$ cat config.mk
export PLATFORM = sky130hd
export DESIGN_NAME = trc_status_ctrl
export DESIGN_NICKNAME = d
export VERILOG_FILES = /design/src/rtl/trc_pkg.sv /design/src/rtl/trc_brk_sync.sv /design/src/rtl/trc_brk_ctrl.sv /design/src/rtl/trc_out.sv /design/src/rtl/trc_status_ctrl.sv
export SDC_FILE = /design/constraint.sdc
export NUM_CORES = 1
export LEC_CHECK = 0
export ABC_AREA = 1
export BUFFER_PORTS_ARGS = -buffer_cell sky130_fd_sc_hd__buf_2
export CAP_MARGIN = 30
export CORE_ASPECT_RATIO = 0.9
export CORE_MARGIN = 3
export CORE_UTILIZATION = 40
export CTS_CLUSTER_DIAMETER = 120
export DETAILED_ROUTE_END_ITERATION = 10
export GPL_ROUTABILITY_DRIVEN = 0
export PLACE_DENSITY = 0.71
export SLEW_MARGIN = 40
export SYNTH_ARGS = -nofsm -noshare
export SYNTH_HDL_FRONTEND = slang
export SYNTH_SLANG_ARGS = --single-unit
$ cat constraint.sdc
create_clock -name clk -period 0.9 [get_ports clk]
set_input_delay 0.09 -clock clk [delete_from_list [all_inputs] [get_ports clk]]
set_output_delay 0.09 -clock clk [all_outputs]
set_load 0.02 [all_outputs]
$ cat src/rtl/trc_pkg.sv
package trc_pkg;
  localparam int ST_W = 4;
  localparam logic [ST_W-1:0] CODE_HALT = 4'hF;
  localparam logic [ST_W-1:0] CODE_S0   = 4'hC;
  localparam logic [ST_W-1:0] CODE_S1   = 4'hD;

  function automatic logic is_start(input logic [ST_W-1:0] c);
    return (c == CODE_S0) || (c == CODE_S1) || (c == CODE_HALT);
  endfunction
endpackage

$ cat src/rtl/trc_brk_sync.sv
module trc_brk_sync #(
  parameter int STAGES = 2
) (
  input  logic clk,
  input  logic rst_n,
  input  logic pin,
  output logic rise
);
  logic [STAGES-1:0] chain;
  logic              last_q;

  generate
    if (STAGES == 1) begin : g_one
      always_ff @(posedge clk or negedge rst_n)
        if (!rst_n) chain <= '0;
        else        chain <= pin;
    end else begin : g_many
      always_ff @(posedge clk or negedge rst_n)
        if (!rst_n) chain <= '0;
        else        chain <= {chain[STAGES-2:0], pin};
    end
  endgenerate

  always_ff @(posedge clk or negedge rst_n)
    if (!rst_n) last_q <= 1'b0;
    else        last_q <= chain[STAGES-1];

  assign rise = chain[STAGES-1] & ~last_q;
endmodule

$ cat src/rtl/trc_brk_ctrl.sv
module trc_brk_ctrl (
  input  logic clk,
  input  logic rst_n,
  input  logic rise,
  input  logic irq_mode,
  input  logic insn_done,
  input  logic resume,
  output logic halt_pend,
  output logic halted,
  output logic dbg_irq
);
  always_ff @(posedge clk or negedge rst_n) begin
    if (!rst_n) begin
      halt_pend <= 1'b0;
      halted    <= 1'b0;
      dbg_irq   <= 1'b0;
    end else begin
      dbg_irq <= rise & irq_mode;
      if (halt_pend && insn_done) begin
        halt_pend <= 1'b0;
        halted    <= 1'b1;
      end else if (rise && !irq_mode && !halted) begin
        halt_pend <= 1'b1;
      end
      if (halted && resume) halted <= 1'b0;
    end
  end
endmodule

$ cat src/rtl/trc_out.sv
module trc_out
  import trc_pkg::*;
#(
  parameter int DATA_W = 4
) (
  input  logic              clk,
  input  logic              rst_n,
  input  logic [ST_W-1:0]   eff_status,
  input  logic [DATA_W-1:0] data_in,
  input  logic              quiet,
  output logic [ST_W-1:0]   status_q,
  output logic [DATA_W-1:0] data_q,
  output logic              all_q,
  output logic              gate_q
);
  logic started_q;
  logic started_nx;

  assign started_nx = started_q | is_start(eff_status);

  always_ff @(negedge clk or negedge rst_n) begin
    if (!rst_n) begin
      status_q  <= '0;
      data_q    <= '0;
      all_q     <= 1'b0;
      started_q <= 1'b0;
      gate_q    <= 1'b0;
    end else if (quiet) begin
      gate_q <= 1'b0;
    end else begin
      status_q  <= eff_status;
      data_q    <= data_in;
      all_q     <= &eff_status;
      started_q <= started_nx;
      gate_q    <= started_nx;
    end
  end
endmodule

$ cat src/rtl/trc_status_ctrl.sv
module trc_status_ctrl
  import trc_pkg::*;
#(
  parameter int DATA_W      = 4,
  parameter int SYNC_STAGES = 2
) (
  input  logic              clk,
  input  logic              rst_n,
  input  logic [3:0]        core_status,
  input  logic [DATA_W-1:0] core_data,
  input  logic              brk_pin,
  input  logic              ctl_quiet,
  input  logic              ctl_brk_irq,
  input  logic              insn_done,
  input  logic              resume,
  output logic              trc_clk,
  output logic [3:0]        trc_status,
  output logic [DATA_W-1:0] trc_data,
  output logic              trc_all,
  output logic              halt_req,
  output logic              dbg_irq,
  output logic              halted
);
  logic            rise;
  logic            gate_q;
  logic [ST_W-1:0] eff_status;

  trc_brk_sync #(.STAGES(SYNC_STAGES)) u_sync (
    .clk(clk), .rst_n(rst_n), .pin(brk_pin), .rise(rise)
  );

  trc_brk_ctrl u_ctrl (
    .clk(clk), .rst_n(rst_n), .rise(rise), .irq_mode(ctl_brk_irq),
    .insn_done(insn_done), .resume(resume),
    .halt_pend(halt_req), .halted(halted), .dbg_irq(dbg_irq)
  );

  assign eff_status = halted ? CODE_HALT : core_status;

  trc_out #(.DATA_W(DATA_W)) u_out (
    .clk(clk), .rst_n(rst_n), .eff_status(eff_status), .data_in(core_data),
    .quiet(ctl_quiet), .status_q(trc_status), .data_q(trc_data),
    .all_q(trc_all), .gate_q(gate_q)
  );

  assign trc_clk = clk & gate_q;
endmodule

# Yosys cells after proc, flatten, opt, wreduce, memory -nomap -nowiden
# Cells that the tools add are included.
[word_totals]
elab_cells = 35
ff_bits = 17
inputBits = 15
output_inout_bits = 13
[classes]
n_reduce_logical = 11
muxes = 6
bitwise_logic = 5
n_eq_ne = 3
[op_table]
columns = ["operator", "n"]
rows = [
  ["$eq A4 B4 Y1 const B", 3],
  ["$mux W1", 5],
  ["$logic_and A1 B1 Y1", 4],
  ["$mux W4", 1],
  ["$reduce_and A4 Y1", 1],
  ["$reduce_bool A2 Y1", 2],
  ["$and A1 B1 Y1", 3],
  ["$logic_not A1 Y1", 2],
  ["$logic_or A1 B1 Y1", 2],
  ["$not A1 Y1", 1],
  ["$or A1 B1 Y1", 1],
]

# Longest topological paths before layout
[logic_depth]
ltp_word = 6
mapped_depth = 5
mapped_depth_nobuf = 5

# By module
# Synthesis repeated with hierarchy kept, for this count alone.
[unflattened]
cells_unflattened = 77
area_unflattened_um2 = 681.9
[modules_own_cells]
columns = ["module", "seq_area_each_um2", "instances", "area_each_um2", "cells_each"]
rows = [
  ["trc_out", 275.3, 1, 422.9, 47],
  ["trc_brk_ctrl", 75.1, 1, 132.6, 14],
  ["trc_brk_sync", 75.1, 1, 85.1, 5],
  ["trc_status_ctrl", 0.0, 1, 41.3, 11],
]

==> flow_summary.json <==
{
  "first_pass_iters": 4,
  "io_pins": 28,
  "leakage_nw": 0.623,
  "seq_power_share_pct": 35.2,
  "stdcell_area_um2": 1180,
  "worst_pin_slew_ps": 282,
  "synthArstFlopShare_pct": 100,
  "io_buffers": 27,
  "antenna_found_initial": 0,
  "path_max_fanout": 1,
  "ys_types": 16,
  "num_antenna_cells": 0,
  "viasPerCell": 4.45,
  "synth_seq_cells": 17,
  "yosys.area.top_type": "dfrtn_1",
  "ir_drop_mv": 1.48,
  "clk_pin_slew_worst_paths_ps": 100,
  "grt_max_degree": 14,
  "cp.arrival_ps": 1440,
  "wl_per_cell_um": 11.3,
  "drt_iter0_markers": 2,
  "synth_top_area_share_pct": 41.0,
  "synth_edf_count": 0,
  "setup_violations": 23,
  "maxCapViolCount": 0,
  "clkPwrFrac_pct": 24.0,
  "hold_viol": 0,
  "combPwrFrac_pct": 40.7,
  "finalClockSkew_ps": 11.0,
  "overflow": 0,
  "timing.hold.worst.class": "in -> async",
  "synthFlopType": "dfrtn_1",
  "p_total_mw": 2.99,
  "drive_gt1_share_pct": 51.6,
  "cp-end-kind": "primary output",
  "grt_pass1_wl_mm": 2.88,
  "power.density_nw_per_um2": 2530,
  "dieArea_um2": 2210,
  "route.detailed.drc": 0,
  "detail_route.wirelength_mm": 1.64,
  "syn-cell-area_um2": 672,
  "grt_pass1_vias": 709,
  "track_usage_pct": 18.0,
  "cts_tree": "yes",
  "synth_most_common_cell": "nand2_1",
  "syn_area_per_cell_um2": 9.46,
  "layout_setup_ws_ps": -631,
  "syn_inst": 71,
  "ys_seq_area_share_pct": 63.3,
  "yosysWarnings": 0,
  "core_um2": 1510,
  "relSlewSlack_pct": 81.2,
  "switching_share_pct": 34.7,
  "clock_latency_ps": 400,
  "violations": "negative setup slack",
  "critPathLaunchType": "flip-flop",
  "start_util_pct": 44.4,
  "p_sw_mw": 1.04,
  "die_h_um": 44.9,
  "vias": 650,
  "status": "complete, but fails checks",
  "row_count": 13,
  "post-dp-hpwl_mm": 1.12,
  "slew_viol_final": 0,
  "intPower_mw": 1.96,
  "areaGrowthSynthToFinish_pct": 76.0,
  "synth_nets": 86,
  "fp.dieW_um": 49.2,
  "stdcell_count": 146,
  "cp_data_required_time_ps": 810,
  "synthTopCellsByArea": "dfrtn_1 41%, dfrtp_1 22%, nand2_1 16%, inv_1 4.5%, o21ai_0 3.0%",
  "setup.worst_path.class": "reg -> out",
  "dp_cells": 126,
  "detail-route-antenna-nets": 0,
  "synth_top_cells_by_count": "28 x nand2_1, 11 x dfrtn_1, 8 x inv_1, 6 x dfrtp_1",
  "final_nets": 140,
  "rsz0062_at_grt": "true",
  "postPlaceCellArea_um2": 893
}
## worst max-delay path: stages, from the launching register on
cell and delay (ps):
dfrtn_1 390, nand2_1 50, inv_2 50, buf_6 100
## layout make-up
type                    count  area, um2
clock buffers               7       56.3
clock inverters             2       8.76
fillers                    97        330
inverters                   7       28.8
multi-input cells          45        251
flip-flops and latches     17        427
well taps                  22       27.5
repair buffers             46        383
## routing by layer
| metal | vias up | share of wire, % | global-route usage (%) |
|---|---|---|---|
| met5 | - | 0 | 0 |
| met4 | 0 | 0.73 | 6.25 |
| met3 | 2 | 7.1 | 9.24 |
| met2 | 29 | 48 | 28.1 |
| met1 | 291 | 44 | 21.6 |
| li1 | 328 | - | - |
## power by group through the flow
| stage | Combinational (mW) | Clock (mW) | Sequential [mW] |
|---|---|---|---|
| after floorplan | 0.281 | 0.0712 | 1.17 |
| after detailed placement | 0.780 | 0.0948 | 1.02 |
| after global routing | 1.31 | 0.808 | 1.07 |
| after global placement | 0.762 | 0.0948 | 1.01 |
| final | 1.22 | 0.719 | 1.06 |
| after CTS | 1.09 | 0.754 | 1.04 |
## worst paths after layout
path | from | endpoint | slack (ps) | cells after the start
max | u_out.gate_q | trc_clk | -630 | 3
min | rst_n | u_ctrl.halted | 100 | 2
max reg2reg | u_ctrl.halted | u_out.started_q | -520 | 4
min reg2reg | u_sync.chain[0] | u_sync.chain[1] | 370 | 0
max in group asynchronous | rst_n | u_out.all_q | 220 | 2
min in group clk | core_data[1] | u_out.data_q[1] | 210 | 3
## state kept, by name, summed over array words and instances, names as in the netlist
signal / flops
u_out.data_q: 4
u_out.status_q: 4
u_sync.chain: 2
u_ctrl.dbg_irq: 1
u_ctrl.halt_pend: 1
u_ctrl.halted: 1
u_out.all_q: 1
u_out.gate_q: 1
u_out.started_q: 1
u_sync.last_q: 1
## cell usage in the layout, fill, tap and decap left out, types with 2 or more instances in the layout
cell,count
buf_4,11
nand2_1,26
dlygate4sd3_1,5
inv_1,6
clkbuf_4,6
buf_6,17
nand3_2,2
buf_2,14
nor2_4,4
o21ai_1,2
o21ai_2,3
dfrtp_1,5
nand2_2,2
dfrtn_1,11
## cell families after synthesis
logic type | share of synthesized area (%)
simple gates | 24.6
buf+inv | 5.21
flops | 63.3
compound gates | 6.89
## through the flow
step	setup WS (ps)	util (%)	hold slack, ps	TNS (ps)
floorplan	-525	-	-206	-4510
global placement	-479	59.1	-9.38	-5770
detailed placement	-511	59.1	-7.26	-6050
CTS	-650	74.7	98.8	-10270
global route	-688	78.2	96.4	-11280
finish	-631	78.2	96.1	-10200
## what timing repair did
item / in CTS / in global routing
gates resized for setup: 35 / 8
buffers inserted: 4 / 5
pin swaps: 6 / 1
hold endpoints to repair: 21 / 0
setup endpoints to repair: 23 / 23
hold buffers: 5 / 0
(Power assumes the default switching activity.)
